--- src/rtl/ddc_gpio_pkg.sv ---
package ddc_gpio_pkg;
  localparam int REG_W = 32;
  localparam int LANES = REG_W / 8;

  typedef struct packed {
    logic [LANES-1:0] laneWr;
    logic             padUpdate;
  } ddcStrobe_t;

  function automatic logic [REG_W-1:0] bitAt(input int idx);
    return REG_W'(1) << idx;
  endfunction
endpackage

--- src/rtl/ddc_sync.sv ---
module ddc_sync #(
  parameter int STAGES = 2,
  parameter int W      = 2
) (
  input  logic         clk,
  input  logic         rstN,
  input  logic [W-1:0] din,
  output logic [W-1:0] dout
);
  logic [W-1:0] stg [STAGES];

  for (genvar s = 0; s < STAGES; s++) begin : gStage
    always_ff @(posedge clk) begin
      if (!rstN) stg[s] <= '1;
      else if (s == 0) stg[s] <= din;
      else stg[s] <= stg[(s == 0) ? 0 : s - 1];
    end
  end

  assign dout = stg[STAGES-1];
endmodule

--- src/rtl/ddc_gpio_ctrl.sv ---
module ddc_gpio_ctrl
  import ddc_gpio_pkg::*;
#(
  parameter int BASE_BIT = 0,
  parameter int GATED    = 0,
  parameter int GATE_BIT = 25
) (
  input  logic             clk,
  input  logic             rstN,
  input  logic             wrEn,
  input  logic [LANES-1:0] byteEn,
  input  logic [2:0]       ctlWr,   // {gate, sclEn, sdaEn} from write data
  input  logic [2:0]       ctlCur,  // same bits from the stored register
  output ddcStrobe_t       strobe
);
  localparam int SDA_EN_LANE = (BASE_BIT + 16) / 8;
  localparam int SCL_EN_LANE = (BASE_BIT + 17) / 8;
  localparam int GATE_LANE   = GATE_BIT / 8;

  logic mSdaEn, mSclEn, mGate, gatedOk;

  // value of each control bit once the write lands
  assign mSdaEn = byteEn[SDA_EN_LANE] ? ctlWr[0] : ctlCur[0];
  assign mSclEn = byteEn[SCL_EN_LANE] ? ctlWr[1] : ctlCur[1];
  assign mGate  = byteEn[GATE_LANE]   ? ctlWr[2] : ctlCur[2];

  assign gatedOk = mGate && (byteEn[SDA_EN_LANE] || (byteEn[0] && (mSdaEn || mSclEn)));

  assign strobe.laneWr    = wrEn ? byteEn : '0;
  assign strobe.padUpdate = wrEn && ((GATED == 0) || gatedOk);


  upd_needs_write_chk: assert property (@(posedge clk) disable iff (!rstN)
    !wrEn |-> !strobe.padUpdate);

  if (GATED == 0) begin : gPlainChk

    plain_always_updates_chk: assert property (@(posedge clk) disable iff (!rstN)
      wrEn |-> strobe.padUpdate);
  end else begin : gGatedChk

    gated_lane_rule_chk: assert property (@(posedge clk) disable iff (!rstN)
      (wrEn && !byteEn[0] && !byteEn[SDA_EN_LANE]) |-> !strobe.padUpdate);
  end
endmodule

--- src/rtl/ddc_gpio_datapath.sv ---
module ddc_gpio_datapath
  import ddc_gpio_pkg::*;
#(
  parameter int BASE_BIT    = 0,
  parameter int GATED       = 0,
  parameter int GATE_BIT    = 25,
  parameter int SYNC_STAGES = 2
) (
  input  logic             clk,
  input  logic             rstN,
  input  ddcStrobe_t       strobe,
  input  logic [REG_W-1:0] wrData,
  input  logic             sdaIn,
  input  logic             sclIn,
  output logic [REG_W-1:0] storeQ,
  output logic [REG_W-1:0] rdData,
  output logic             sdaOe,
  output logic             sclOe
);
  localparam int SDA_OUT = BASE_BIT;
  localparam int SCL_OUT = BASE_BIT + 1;
  localparam int SDA_IN  = BASE_BIT + 8;
  localparam int SCL_IN  = BASE_BIT + 9;
  localparam int SDA_EN  = BASE_BIT + 16;
  localparam int SCL_EN  = BASE_BIT + 17;
  localparam logic [REG_W-1:0] WR_MASK =
    bitAt(SDA_OUT) | bitAt(SCL_OUT) | bitAt(SDA_EN) | bitAt(SCL_EN) |
    ((GATED != 0) ? bitAt(GATE_BIT) : '0);

  logic [REG_W-1:0] storeR, nextStore;
  logic             sdaOeR, sclOeR;
  logic [1:0]       lineSync;

  for (genvar l = 0; l < LANES; l++) begin : gLane
    assign nextStore[l*8 +: 8] = strobe.laneWr[l] ? (wrData[l*8 +: 8] & WR_MASK[l*8 +: 8])
                                                  : storeR[l*8 +: 8];
  end

  always_ff @(posedge clk) begin
    if (!rstN) storeR <= '0;
    else storeR <= nextStore;
  end

  always_ff @(posedge clk) begin
    if (!rstN) begin
      sdaOeR <= 1'b0;
      sclOeR <= 1'b0;
    end else if (strobe.padUpdate) begin
      sdaOeR <= nextStore[SDA_EN] & ~nextStore[SDA_OUT];
      sclOeR <= nextStore[SCL_EN] & ~nextStore[SCL_OUT];
    end
  end

  ddc_sync #(.STAGES(SYNC_STAGES), .W(2)) i_sync (
    .clk (clk),
    .rstN(rstN),
    .din ({sclIn, sdaIn}),
    .dout(lineSync)
  );

  assign storeQ = storeR;
  assign rdData = storeR | (REG_W'(lineSync[0]) << SDA_IN) | (REG_W'(lineSync[1]) << SCL_IN);
  assign sdaOe  = sdaOeR;
  assign sclOe  = sclOeR;


  pads_hold_chk: assert property (@(posedge clk) disable iff (!rstN)
    !strobe.padUpdate |=> $stable({sdaOeR, sclOeR}));


  drive_from_update_chk: assert property (@(posedge clk) disable iff (!rstN)
    ($rose(sdaOeR) || $rose(sclOeR)) |-> $past(strobe.padUpdate));
endmodule

--- src/rtl/ddc_gpio.sv ---
module ddc_gpio
  import ddc_gpio_pkg::*;
#(
  parameter int BASE_BIT    = 0,
  parameter int GATED       = 0,
  parameter int GATE_BIT    = 25,
  parameter int SYNC_STAGES = 2
) (
  input  logic        clk,
  input  logic        rstN,
  input  logic        wrEn,
  input  logic [3:0]  byteEn,
  input  logic [31:0] wrData,
  output logic [31:0] rdData,
  input  logic        sdaIn,
  input  logic        sclIn,
  output logic        sdaOe,
  output logic        sclOe
);
  localparam int SDA_EN = BASE_BIT + 16;
  localparam int SCL_EN = BASE_BIT + 17;
  localparam logic [REG_W-1:0] VIS_MASK =
    bitAt(BASE_BIT) | bitAt(BASE_BIT + 1) | bitAt(BASE_BIT + 8) | bitAt(BASE_BIT + 9) |
    bitAt(SDA_EN) | bitAt(SCL_EN) | ((GATED != 0) ? bitAt(GATE_BIT) : '0);

  ddcStrobe_t       strobe;
  logic [REG_W-1:0] storeQ;

  ddc_gpio_ctrl #(.BASE_BIT(BASE_BIT), .GATED(GATED), .GATE_BIT(GATE_BIT)) i_ctrl (
    .clk   (clk),
    .rstN  (rstN),
    .wrEn  (wrEn),
    .byteEn(byteEn),
    .ctlWr ({wrData[GATE_BIT], wrData[SCL_EN], wrData[SDA_EN]}),
    .ctlCur({storeQ[GATE_BIT], storeQ[SCL_EN], storeQ[SDA_EN]}),
    .strobe(strobe)
  );

  ddc_gpio_datapath #(.BASE_BIT(BASE_BIT), .GATED(GATED), .GATE_BIT(GATE_BIT),
                      .SYNC_STAGES(SYNC_STAGES)) i_dp (
    .clk   (clk),
    .rstN  (rstN),
    .strobe(strobe),
    .wrData(wrData),
    .sdaIn (sdaIn),
    .sclIn (sclIn),
    .storeQ(storeQ),
    .rdData(rdData),
    .sdaOe (sdaOe),
    .sclOe (sclOe)
  );


  unused_bits_zero_chk: assert property (@(posedge clk) disable iff (!rstN)
    (rdData & ~VIS_MASK) == '0);
endmodule

--- config.mk ---
export PLATFORM = sky130hd
export DESIGN_NAME = ddc_gpio
export DESIGN_NICKNAME = d
export VERILOG_FILES = /design/src/rtl/ddc_gpio_pkg.sv /design/src/rtl/ddc_sync.sv /design/src/rtl/ddc_gpio_ctrl.sv /design/src/rtl/ddc_gpio_datapath.sv /design/src/rtl/ddc_gpio.sv
export SDC_FILE = /design/constraint.sdc
export NUM_CORES = 1
export LEC_CHECK = 0
export BUFFER_PORTS_ARGS = -buffer_cell sky130_fd_sc_hd__buf_2
export CAP_MARGIN = 25
export CELL_PAD_IN_SITES_DETAIL_PLACEMENT = 0
export CELL_PAD_IN_SITES_GLOBAL_PLACEMENT = 2
export CORE_AREA = 2 2 63 71
export DETAILED_ROUTE_END_ITERATION = 6
export DIE_AREA = 0 0 65 73
export MAX_ROUTING_LAYER = met4
export PLACE_DENSITY = 0.8
export SLEW_MARGIN = 20
export SYNTH_ARGS = -nofsm -noshare
export SYNTH_HDL_FRONTEND = slang
export SYNTH_SLANG_ARGS = --single-unit
--- constraint.sdc ---
create_clock -name clk -period 2.8 [get_ports clk]
set_input_delay 0.56 -clock clk [delete_from_list [all_inputs] [get_ports clk]]
set_output_delay 0.56 -clock clk [all_outputs]
set_load 0.005 [all_outputs]
Yosys cells after proc, flatten, opt, wreduce, memory -nomap -nowiden
Memory sizes are Yosys's and may differ from the RTL's.
Index checks and enable logic that the tools add are counted.
Word-level totals
  bits in writable memories: 4
  bits of input ports: 41
  memories kept: 1
  output and inout bits: 34
  bits in registers: 6
  logic and storage cells: 19
Operators by class
  bitwise gates (word level): 8
  multiplexer cells: 7
Memories
  i_dp.i_sync.stg: words 2, bits a word 2, rd ports 2, clocked after memory_dff 0, wr ports 2, RTL line ddc_sync.sv:10  | logic [W-1:0] stg [STAGES];
Operator list (count)
  OR 32 x 10 -> 32 bit: 1
  OR 18 x 9 -> 18 bit: 1
  two-way mux 2 bit: 4
  two-way mux 3 bit: 1
  AND 1 bit: 2
  two-way mux 1 bit: 2
  NOT 1 bit: 2
  OR 1 bit: 2

Longest topological paths before layout
  word-level depth: 4
  gate-level depth with buffers: 3
  mapped depth without buffers: 3

Modules after synthesis
A second synthesis with hierarchy kept.
Second synthesis, totals
  cell total of the unflattened synthesis: 91
  area, all modules: 817.0 sq um
Modules (own cells, without submodules)
  ddc_gpio_datapath: times used 1, seq. area each 120.1 sq um, cells each 78, area an instance 679.4 sq um
  ddc_sync: times used 1, seq. area each 80.1 sq um, cells each 8, area an instance 105.1 sq um
  ddc_gpio_ctrl: times used 1, seq. area each 0.0 sq um, cells each 5, area an instance 32.5 sq um

Least setup slack after synthesis
Ideal clock, no wire load.
  kind: input-to-reg
  start: input port byteEn[2]
  end: register i_dp.sdaOeR (netlist: i_dp.sdaOe)
  data arrival time: 1147 ps
  setup slack: 1537 ps
  required time: 2684 ps
  setup time: 116 ps
  path buffers: 0
  stages: 3
  cell sequence: nand2_2 mux2_4 a41o_1
Between the ends
  word-level cells in the longest chain between the ends: 3
RTL lines
  from (decl): RTL line ddc_gpio.sv:12  | input logic [3:0] byteEn,
  two-way mux 3 bit: RTL line ddc_gpio_ctrl.sv:29  | assign strobe.laneWr = wrEn ? byteEn : '0;
  two-way mux 2 bit: RTL line ddc_gpio_datapath.sv:35  | assign nextStore[l*8 +: 8] = strobe.laneWr[l] ? (wrData[l*8 +: 8] & WR_MASK[l*8 +: 8])
  AND 1 bit: RTL line ddc_gpio_datapath.sv:49  | sdaOeR <= nextStore[SDA_EN] & ~nextStore[SDA_OUT];
  to (signal assigned): RTL line ddc_gpio_datapath.sv:49
  to (decl): RTL line ddc_gpio_datapath.sv:31  | logic sdaOeR, sclOeR;
Every way passes these cells.
A chain may end at the register's enable or synchronous reset.

Worst setup path after layout
  start: register i_dp.storeR[17] (netlist: i_dp.storeQ[17])
  end: output port rdData[17]
Between the ends
  word-level cells in the longest chain between the ends: 2
RTL lines
  from (decl): RTL line ddc_gpio_datapath.sv:30  | logic [REG_W-1:0] storeR, nextStore;
  from (signal assigned): RTL line ddc_gpio_datapath.sv:41  | else storeR <= nextStore;
  OR 18 x 9 -> 18 bit: RTL line ddc_gpio_datapath.sv:62  | assign rdData = storeR | (REG_W'(lineSync[0]) << SDA_IN) | (REG_W'(lineSync[1]) << SCL_IN);
  OR 32 x 10 -> 32 bit: RTL line ddc_gpio_datapath.sv:62
  to (decl): RTL line ddc_gpio.sv:14  | output logic [31:0] rdData,
Every way passes these cells.

==> reports/results.ini <==
[outcome]
outcome=completed

[final_layout]
design_area_um2=661.9
layout-drive-gt1-share_pct=36.84
final_common_cell=conb_1
n_fill_cell=454
regArea_um2=200.2
antenna_cells=0
fin_util_pct=16.15
mostFrequentLayoutCells=26 x conb_1, 18 x buf_2, 10 x dfxtp_1
multi_input_area_um2=249.0
nets=118
syn2layout_area_growth_pct=19.41

[setup_path]
cp_slowest_cell=dfxtp_1
startpoint_type=flop
worst_ep_arrival_time_ns=0.68
cp.buffers_inverters=1
cp_cell_sequence=buf_2
cp_num_cells=1
slowest_delay_ns=0.33
worstPathRequired_ns=2.24
critical_path.top_delay_family=flip-flops
cp-end-kind=output port
ff2ff_path_depth=2
worst-path-max-fanout=2
critical_path_class=flop to output port

[grt]
grt_pass1_wl_um=1462
antenna_found_initial=0
grt_max_degree=13
grt_pass1_vias=321
overflow=0
grtUsageMet3_pct=4.167
grt_usage_pct=4.381
use_met1_pct=5.145
groute.layer.met2.usage_pct=5.384
top_usage_layer=met2

[floorplanning]
initial_utilization_pct=13.53
chipHeight_um=73
chipWidth_um=65
io-pin-count=75
core_area_um2=4098
die-area_um2=4745
rows=25

[synthesis]
synth_area_um2=554.3
synthCells=56
yosys_warnings=0
ys_seq_elements=10
yosysSeqAreaShare_pct=36.12
ys_types=14
synth_area_per_cell_um2=9.898

[clocking]
holdBufCountCts=0
cts_tree=yes
clk_path_buf_depth=2
cts_sinks=10
cts_root_buf=clkbuf_8
numCtsBuffers=3
post_cts_buffers=0
cts_resized=0
cts_max_level=1
clkTransAtPathRegs_ns=0.05
clk_latency_ns=0.23

[pwr]
total_leakage_power_nw=0.3628
power_density_nw_per_um2=554.5
ir_worst_vdd_uv=323.2
p_total_uw=367.0

[place]
placed_area_um2=606.8
gp_routability_congestion=0.7156
portBuffers=18
dpl.hpwl_um=822.4

[timing]
layout_min_cycle_time_ns=1.241
period_share_pct=44.33
setup_viol=0
whs_ns=0.4163
timing.fmax_mhz=805.6
setup-tns-final_ns=0
rsz0062_at_grt=false
fin_skew_ns=0.0002274
drv_slew=0
finalHoldViolations=0

[min_path]
hp-class=flop to flop
min_path_cells=1

[route]
drt-total-wl_um=975
drt_iter0_drc=5
num_vias=349
drcViolationCount=0
route.antenna.remaining_nets=0
vias_per_cell=2.685
wl_per_cell_um=7.500
drtPass1Iterations=2

[run]
drv_cap=0

cells in the mapped netlist:
cell / n / area [um2]
mux2_4: 2 / 30.03
nand2b_1: 4 / 25.02
and2_2: 1 / 7.510
mux2i_1: 2 / 20.02
nand2_2: 1 / 6.260
buf_4: 26 / 195.2
nor2b_1: 2 / 12.51
and2_1: 1 / 6.260
and3b_2: 2 / 20.02
clkbuf_1: 1 / 3.750
dfxtp_1: 10 / 200.2
a41o_1: 2 / 20.02
conb_1: 1 / 3.750
nand2_1: 1 / 3.750
path summary, 6_finish.rpt:
kind / start / endpoint / slack [ns]
max: i_dp.storeQ[17] / rdData[17] / 1.56
min: i_dp.i_sync.stg[0][0] / i_dp.i_sync.stg[1][0] / 0.42
max reg2reg: i_dp.storeQ[16] / i_dp.sdaOe / 1.89
min reg2reg: i_dp.i_sync.stg[0][0] / i_dp.i_sync.stg[1][0] / 0.42
logic make-up after synthesis:
kind of cell | after synthesis | synth area share, %
AO/OA/AOI/OAI | 2 | 3.612
AND/OR/NAND/NOR | 12 | 14.67
multiplexers | 4 | 9.030
flip-flops | 10 | 36.12
other | 1 | 0.6766
buffers and inverters | 27 | 35.89
flip-flops by register name, indices dropped and copies added (netlist names):
signal	cells
i_dp.sclOe	1
i_dp.i_sync.stg	4
i_dp.storeQ	4
i_dp.sdaOe	1
power by group:
| group | switching [mW] | leakage, nW | internal, mW |
|---|---|---|---|
| combinational | 0.0216 | 0.252 | 0.0172 |
| sequential | 0.00238 | 0.0822 | 0.149 |
| clock | 0.0531 | 0.0288 | 0.123 |
cell type report:
type | count | share of cell area (%)
multi-input cells | 44 | 37.62
repair buffers | 18 | 13.61
well taps | 54 | 10.21
flip-flops and latches | 10 | 30.25
clock buffers | 4 | 8.318
layer usage:
layer,up-vias,routed length (um)
met5,-,0
met1,150,439
li1,168,-
met3,0,177
met4,0,0
met2,31,358
metrics by stage:
step | cells | setup WS [ns]
floorplan | 81 | 1.537
global placement | 126 | 1.369
detailed placement | 126 | 1.337
CTS | 130 | 1.550
global route | 130 | 1.513
finish | 130 | 1.559
Note: power is estimated with default switching activity, not from simulation.
